$ cat src/rtl/mc_ctrl_pkg.sv
package mc_ctrl_pkg;

    localparam int OP_W  = 6;
    localparam int SEL_W = 2;

    localparam logic [OP_W-1:0] OP_LOAD  = 6'b100011;
    localparam logic [OP_W-1:0] OP_STORE = 6'b101011;
    localparam logic [OP_W-1:0] OP_RTYPE = 6'b000000;
    localparam logic [OP_W-1:0] OP_BEQ   = 6'b000100;
    localparam logic [OP_W-1:0] OP_JUMP  = 6'b000010;
    localparam logic [OP_W-1:0] OP_ADDI  = 6'b001000;

    typedef enum logic [3:0] {
        ST_FETCH, ST_DECODE, ST_ADDR, ST_MEM_RD, ST_LD_WB, ST_MEM_WR,
        ST_ALU_EXEC, ST_ALU_WB, ST_BR_DONE, ST_JMP_DONE, ST_IMM_WB
    } state_t;

    typedef enum logic [2:0] {
        CL_LOAD, CL_STORE, CL_RTYPE, CL_BEQ, CL_JUMP, CL_ADDI, CL_BAD
    } op_class_t;

    typedef struct packed {
        logic             pc_wr;
        logic             pc_wr_cond;
        logic             iord;
        logic             mem_rd;
        logic             mem_wr;
        logic             ir_wr;
        logic             mem_to_reg;
        logic             reg_dst;
        logic             reg_wr;
        logic             alu_src_a;
        logic [SEL_W-1:0] alu_src_b;
        logic [SEL_W-1:0] alu_op;
        logic [SEL_W-1:0] pc_src;
    } ctrl_t;

endpackage

$ cat src/rtl/mc_op_class.sv
module mc_op_class
    import mc_ctrl_pkg::*;
(
    input  logic [OP_W-1:0] opcode,
    output op_class_t       op_class
);
    always_comb begin
        unique case (opcode)
            OP_LOAD:  op_class = CL_LOAD;
            OP_STORE: op_class = CL_STORE;
            OP_RTYPE: op_class = CL_RTYPE;
            OP_BEQ:   op_class = CL_BEQ;
            OP_JUMP:  op_class = CL_JUMP;
            OP_ADDI:  op_class = CL_ADDI;
            default:  op_class = CL_BAD;
        endcase
    end
endmodule

$ cat src/rtl/mc_next_state.sv
module mc_next_state
    import mc_ctrl_pkg::*;
(
    input  state_t    cur,
    input  op_class_t op_class,
    output state_t    nxt
);
    always_comb begin
        nxt = ST_FETCH;
        unique case (cur)
            ST_FETCH:  nxt = ST_DECODE;
            ST_DECODE: begin
                unique case (op_class)
                    CL_LOAD, CL_STORE, CL_ADDI: nxt = ST_ADDR;
                    CL_RTYPE: nxt = ST_ALU_EXEC;
                    CL_BEQ:   nxt = ST_BR_DONE;
                    CL_JUMP:  nxt = ST_JMP_DONE;
                    default:  nxt = ST_FETCH;
                endcase
            end
            ST_ADDR: begin
                unique case (op_class)
                    CL_LOAD:  nxt = ST_MEM_RD;
                    CL_STORE: nxt = ST_MEM_WR;
                    CL_ADDI:  nxt = ST_IMM_WB;
                    default:  nxt = ST_FETCH;
                endcase
            end
            ST_MEM_RD:   nxt = ST_LD_WB;
            ST_ALU_EXEC: nxt = ST_ALU_WB;
            default:     nxt = ST_FETCH;
        endcase
    end
endmodule

$ cat src/rtl/mc_ctrl_out.sv
module mc_ctrl_out
    import mc_ctrl_pkg::*;
(
    input  state_t cur,
    output ctrl_t  ctl
);
    always_comb begin
        ctl = '0;
        unique case (cur)
            ST_FETCH: begin
                ctl.pc_wr     = 1'b1;
                ctl.mem_rd    = 1'b1;
                ctl.ir_wr     = 1'b1;
                ctl.alu_src_b = 2'b01;
            end
            ST_DECODE: ctl.alu_src_b = 2'b11;
            ST_ADDR: begin
                ctl.alu_src_a = 1'b1;
                ctl.alu_src_b = 2'b10;
            end
            ST_MEM_RD: begin
                ctl.mem_rd = 1'b1;
                ctl.iord   = 1'b1;
            end
            ST_LD_WB: begin
                ctl.reg_wr     = 1'b1;
                ctl.mem_to_reg = 1'b1;
            end
            ST_MEM_WR: begin
                ctl.mem_wr = 1'b1;
                ctl.iord   = 1'b1;
            end
            ST_ALU_EXEC: begin
                ctl.alu_src_a = 1'b1;
                ctl.alu_op    = 2'b10;
            end
            ST_ALU_WB: begin
                ctl.reg_wr  = 1'b1;
                ctl.reg_dst = 1'b1;
            end
            ST_BR_DONE: begin
                ctl.pc_wr_cond = 1'b1;
                ctl.alu_src_a  = 1'b1;
                ctl.alu_op     = 2'b01;
                ctl.pc_src     = 2'b01;
            end
            ST_JMP_DONE: begin
                ctl.pc_wr  = 1'b1;
                ctl.pc_src = 2'b10;
            end
            ST_IMM_WB: ctl.reg_wr = 1'b1;
            default:   ctl = '0;
        endcase
    end
endmodule

$ cat src/rtl/mc_ctrl_fsm.sv
module mc_ctrl_fsm
    import mc_ctrl_pkg::*;
(
    input  logic             clk,
    input  logic             rst,
    input  logic [OP_W-1:0]  opcode,
    output logic             pc_wr,
    output logic             pc_wr_cond,
    output logic             iord,
    output logic             mem_rd,
    output logic             mem_wr,
    output logic             ir_wr,
    output logic             mem_to_reg,
    output logic             reg_dst,
    output logic             reg_wr,
    output logic             alu_src_a,
    output logic [SEL_W-1:0] alu_src_b,
    output logic [SEL_W-1:0] alu_op,
    output logic [SEL_W-1:0] pc_src
);
    state_t    state_q;
    state_t    state_d;
    op_class_t op_class;
    ctrl_t     ctl;
    ctrl_t     ctl_gated;

    mc_op_class u_class (
        .opcode   (opcode),
        .op_class (op_class)
    );

    mc_next_state u_next (
        .cur      (state_q),
        .op_class (op_class),
        .nxt      (state_d)
    );

    mc_ctrl_out u_out (
        .cur (state_q),
        .ctl (ctl)
    );

    always_ff @(posedge clk) begin
        if (rst) state_q <= ST_FETCH;
        else     state_q <= state_d;
    end

    // all strobes held low while reset is applied
    assign ctl_gated = rst ? '0 : ctl;

    assign pc_wr      = ctl_gated.pc_wr;
    assign pc_wr_cond = ctl_gated.pc_wr_cond;
    assign iord       = ctl_gated.iord;
    assign mem_rd     = ctl_gated.mem_rd;
    assign mem_wr     = ctl_gated.mem_wr;
    assign ir_wr      = ctl_gated.ir_wr;
    assign mem_to_reg = ctl_gated.mem_to_reg;
    assign reg_dst    = ctl_gated.reg_dst;
    assign reg_wr     = ctl_gated.reg_wr;
    assign alu_src_a  = ctl_gated.alu_src_a;
    assign alu_src_b  = ctl_gated.alu_src_b;
    assign alu_op     = ctl_gated.alu_op;
    assign pc_src     = ctl_gated.pc_src;
endmodule

$ cat config.mk
export PLATFORM = sky130hd
export DESIGN_NAME = mc_ctrl_fsm
export DESIGN_NICKNAME = d
export VERILOG_FILES = /design/src/rtl/mc_ctrl_pkg.sv /design/src/rtl/mc_op_class.sv /design/src/rtl/mc_next_state.sv /design/src/rtl/mc_ctrl_out.sv /design/src/rtl/mc_ctrl_fsm.sv
export SDC_FILE = /design/constraint.sdc
export NUM_CORES = 1
export LEC_CHECK = 0
export ABC_AREA = 1
export CAP_MARGIN = 20
export CORE_UTILIZATION = 40
export DETAILED_ROUTE_END_ITERATION = 12
export PLACE_DENSITY = 0.89
export SYNTH_ARGS = -nofsm -noshare
export SYNTH_HDL_FRONTEND = slang
export SYNTH_SLANG_ARGS = --single-unit
$ cat constraint.sdc
create_clock -name clk -period 1.76 [get_ports clk]
set_clock_uncertainty 0.2 [all_clocks]
set_input_delay 0.176 -clock clk [delete_from_list [all_inputs] [get_ports clk]]
set_output_delay 0.176 -clock clk [all_outputs]
set_load 0.02 [all_outputs]
Word-level counts from Yosys, hierarchy flattened
Index checks and enable logic that the tools add are counted.
{"block": "totals", "reg_bits": 4, "latch_bits": 0, "ramBits": 0, "rom_bits": 0, "input_bits": 8, "output_inout_bits": 16, "word_cells": 48, "mem_count": 0}
{"block": "classes", "n_addsub": 0, "mul": 0, "n_div": 0, "order_cmp": 0, "eq_ne": 20, "n_shift": 0, "mux": 18, "bitwise_logic": 0, "reduce_logical": 9}
{"op": "one-hot mux 4 bit (5 select lines)", "count": 1}
{"op": "one-hot mux 3 bit (6 select lines)", "count": 1}
{"op": "equality test 4 x 3 -> 1 bit (second input constant)", "count": 4}
{"op": "two-way mux 16 bit", "count": 1}
{"op": "one-hot mux 4 bit (4 select lines)", "count": 1}
{"op": "equality test 4 bit (second input constant)", "count": 3}
{"op": "equality test 6 bit (second input constant)", "count": 2}
{"op": "one-hot mux 4 bit (3 select lines)", "count": 1}
{"op": "two-way mux 1 bit", "count": 10}
{"op": "OR reduction 3 bit", "count": 3}
{"op": "equality test 4 x 2 -> 1 bit (second input constant)", "count": 2}
{"op": "one-hot mux 2 bit (2 select lines)", "count": 2}
{"op": "equality test 3 x 2 -> 1 bit (second input constant)", "count": 2}
{"op": "equality test 3 bit (second input constant)", "count": 2}
{"op": "equality test 6 x 2 -> 1 bit (second input constant)", "count": 1}
{"op": "equality test 6 x 3 -> 1 bit (second input constant)", "count": 1}
{"op": "equality test 6 x 4 -> 1 bit (second input constant)", "count": 1}
{"op": "logical NOT 6 bit", "count": 1}
{"op": "one-hot mux 2 bit (3 select lines)", "count": 1}
{"op": "OR reduction 2 bit", "count": 3}
{"op": "equality test 4 x 1 -> 1 bit (second input constant)", "count": 1}
{"op": "logical NOT 4 bit", "count": 1}
{"op": "equality test 3 x 1 -> 1 bit (second input constant)", "count": 1}
{"op": "logical NOT 3 bit", "count": 1}

Logic depth before layout (Yosys ltp)
{"block": "logic_depth", "depth_word": 6, "depth_mapped": 10, "mapped_depth_nobuf": 10}

By module
A second synthesis with hierarchy kept.
{"block": "hier_totals", "hier_cells": 146, "area_unflattened_um2": 718.2}
{"mod": "mc_ctrl_fsm", "instances": 1, "cells_each": 46, "area_per_inst_um2": 252.7, "seq_area_each_um2": 80.1}
{"mod": "mc_next_state", "instances": 1, "cells_each": 41, "area_per_inst_um2": 198.9, "seq_area_each_um2": 0.0}
{"mod": "mc_ctrl_out", "instances": 1, "cells_each": 37, "area_per_inst_um2": 166.4, "seq_area_each_um2": 0.0}
{"mod": "mc_op_class", "instances": 1, "cells_each": 22, "area_per_inst_um2": 100.1, "seq_area_each_um2": 0.0}

Worst setup path before layout
OpenSTA, ideal clock, no wires.
{"block": "synth_path", "kind": "reg2out", "from": "register state_q[3]", "to": "output mem_rd", "arrival_ns": 1.174, "t_required_ns": 1.384, "slack_ns": 0.210, "stages_incl_launch_ff": 6, "n_path_buf": 0, "path_cell_list": "dfxtp_1 inv_1 nand2_1 inv_1 nand2_1 nor3_1"}
{"block": "synth_between", "elab_chain_len": 4, "word_cells_on_any_way": 5, "cone_classes": "1 x eq/ne; 2 x mux; 2 x reduce/logical"}
{"item": "from (decl)", "line": "mc_ctrl_fsm.sv:21", "text": "state_t state_q;"}
{"item": "from (signal assigned)", "line": "mc_ctrl_fsm.sv:45", "text": "else state_q <= state_d;"}
{"item": "equality test 4 x 2 -> 1 bit / logical NOT 4 bit (equally long branches)", "line": "mc_ctrl_out.sv:9", "text": "unique case (cur)"}
{"item": "OR reduction 2 bit (no source line) (*)"}
{"item": "two-way mux 1 bit (*)", "line": "mc_ctrl_out.sv:9"}
{"item": "two-way mux 16 bit (*)", "line": "mc_ctrl_fsm.sv:49", "text": "assign ctl_gated = rst ? '0 : ctl;"}
{"item": "to (decl)", "line": "mc_ctrl_fsm.sv:10", "text": "output logic mem_rd,"}
Every way passes the cells marked *; elsewhere a longest branch is shown, timed or not.

Worst setup path in the final report
{"block": "layout_path", "from": "register state_q[3]", "to": "output pc_src[0]"}
{"block": "layout_between", "elab_chain_len": 3, "word_cells_on_any_way": 4, "cone_classes": "2 x eq/ne; 2 x mux"}
{"item": "equality test 4 bit", "line": "mc_ctrl_out.sv:9"}
{"item": "one-hot mux 2 bit (2 select lines) (*)", "line": "mc_ctrl_out.sv:9"}
{"item": "two-way mux 16 bit (*)", "line": "mc_ctrl_fsm.sv:49"}
{"item": "to (decl)", "line": "mc_ctrl_fsm.sv:19", "text": "output logic [SEL_W-1:0] pc_src"}
Marked as above.

==> results.yml <==
global_route:
  grt_pass1_vias: 670
  overflow: 0
  grt.total_usage_pct: 25.2
  grt_start_max_net_pins: 10
  grt_pass1_wl_um: 2590
  antenna_found_initial: 0
logic_synthesis:
  synth_top_area_cell: "nand2_1"
  synth.area.top_cells: "nand2_1 (16%), dfxtp_1 (15%), inv_1 (15%)"
  ys_types: 17
  synth_cells: 103
  yosysTopAreaCellShare_pct: 15.6
  yosysWarnings: 0
  ys_seq_elements: 4
  seq_area_frac_synth_pct: 15.1
  synth_area_um2: 531
  syn_area_per_cell_um2: 5.15
  synth_fp_nets: 111
floorplan:
  die_x_um: 38.4
  core_area_um2: 1170
  die_h_um: 38.4
  die_area_um2: 1480
  ios: 24
  start_util_pct: 45.3
  rows: 12
timing:
  holdWs_ps: 458
  hold_violations: 0
  drv_slew: 0
  setup_slack_ps: 53.7
  fmax_mhz: 586
  period_needed_ps: 1710
  max_slew.worst_pin.slew_ps: 250
  relSlewSlack_pct: 83.2
  setup_viol: 0
  tns_ps: 0
  fin_crit_sh_pct: 96.9
  rsz0062_at_grt: "true"
worst_hold_path:
  worstHoldEndpoint: "state_q[1]$_SDFF_PP0_"
  worstHoldPathCells: 3
  holdCritStartpoint: "rst"
  hold_path_class: "input port to register"
finish:
  largestRegisters: "state_q (4)"
  drive_above_1_share_pct: 25.5
  nNetsFinal: 147
  fillers: 125
  syn2layout_area_growth_pct: 53.1
  register_area_um2: 80.1
  antennaDiodeCount: 0
  largest_reg_flops: 4
  regMostFlops: "state_q"
  postLayoutCellArea_um2: 812
  multiInputGateArea_um2: 368
setup_path:
  cp_slowest_cell: "dlygate4sd2_1"
  crit_required_ps: 1380
  rr_startpoint: "state_q[0]$_SDFF_PP0_"
  path_class: "register to output port"
  path_cells: "inv_1, nor2_2, nand2_1, nor2_1, dlygate4sd2_1"
  endpoint_kind: "output port"
  crit_path_max_incr_delay_ps: 340
  worstPathMaxFanout: 4
  start_kind: "register"
  cp.arrival_ps: 1330
  rr_endpoint: "state_q[1]$_SDFF_PP0_"
  r2r_slack_ps: 290
  rr_worst_depth: 9
routing:
  finalWirelength_um: 1600
  drc: 0
  vias: 755
  wl_per_cell_um: 10.6
  drtAntennaViolNets: 0
  drt-pass1-iter-count: 4
  drt-initial-drc-count: 25
  via_per_inst: 5.00
place:
  gp_congestion: 0.778
  dpl.hpwl_um: 1250
  place_ws_ps: -220
  io_buffers: 23
  dpl_cell_area_um2: 842
cts:
  clockBufferDepth: 2
  clk_latency_ps: 250
  postCtsHoldBufs: 0
  numCtsBuffers: 3
  cts.sinks: 4
  htreeDepth: 1
  cts_tree: "built"
  clk_pin_slew_worst_paths_ps: 40
  ctsRootBufferMaster: "clkbuf_4"
pwr:
  ir_drop_uv: 297
  power.leakage_nw: 0.443
  powerDensity_nw_per_um2: 405
flow_run:
  maxCapViolations: 0
outcome:
  status: "finished, final reports clean"
per-stage QoR:
stage	instances	total power, mW	util (%)
after floorplan	103	0.157	-
after global placement	148	0.212	71.9
after detailed placement	148	0.215	71.9
after CTS	151	0.331	73.0
after global routing	151	0.349	69.3
final	151	0.329	69.3
metal layers:
metal	routed length [um]	global-route usage [%]
met1	626	25.5
met2	855	48.7
met3	93	4.65
met4	23	11.2
met5	0	0
cells in the mapped netlist, drive strengths merged:
cell and count:
a21oi 3, a41oi 1, buf 1, clkbuf 1
dfxtp 4, inv 21, nand2 25, nand3 9
nand4 4, nor2 25, nor3 2, o21ai 6
o22ai 1
where the power goes:
group          switching (mW)  internal (mW)  total [mW]
sequential            0.00308         0.0936      0.0967
combinational          0.0649         0.0453       0.110
clock                  0.0453         0.0768       0.122
total                   0.113          0.216       0.329
worst max-delay path, delay by kind of cell (launching register included):
family                 cells  cell delay (ps)
buffers and inverters      2              420
DFF                        1              300
and+or+nand+nor            3              360
cells in the final DEF (no fill, tap or decap), types with 2 or more instances in the layout:
cell	n
nor2_1	20
clkbuf_2	9
nand2_1	22
dlygate4sd2_1	3
nand2_2	3
buf_2	2
nand3_1	9
dfxtp_1	4
buf_4	11
nor2_4	3
nand4_1	4
nor2_2	2
o21ai_0	5
clkdlybuf4s50_1	7
clkbuf_4	3
inv_1	21
a21oi_1	3
cells by family after synthesis:
logic type	synth area share, %
buffers and inverters	17.0
AO/OA/AOI/OAI	11.3
flip-flops	15.1
AND/OR/NAND/NOR	56.6
worst max-delay path by stage:
stage,from,end,slack (ps),cells after the start
floorplan,state_q[3]$_SDFF_PP0_,mem_rd,210,5
global route,state_q[3]$_SDFF_PP0_,pc_wr_cond,-30,5
CTS,state_q[3]$_SDFF_PP0_,mem_to_reg,0.3,6
detailed placement,rst,mem_to_reg,-220,5
global placement,rst,iord,-200,5
finish,state_q[3]$_SDFF_PP0_,pc_src[0],50,5
what timing repair did:
action	CTS	global route
resized for setup	25	26
setup buffers	0	0
endpoints found under the setup margin	16	16
final cells by class:
| cell class | instances | share of cell area [%] |
|---|---|---|
| Multi-Input combinational cell | 76 | 45.3 |
| Sequential cell | 4 | 9.86 |
| Timing Repair Buffer | 33 | 30.2 |
| Tap cell | 14 | 2.16 |
| Inverter | 21 | 9.71 |
| Clock buffer | 3 | 2.77 |
Power figures use the tool's default switching activity.
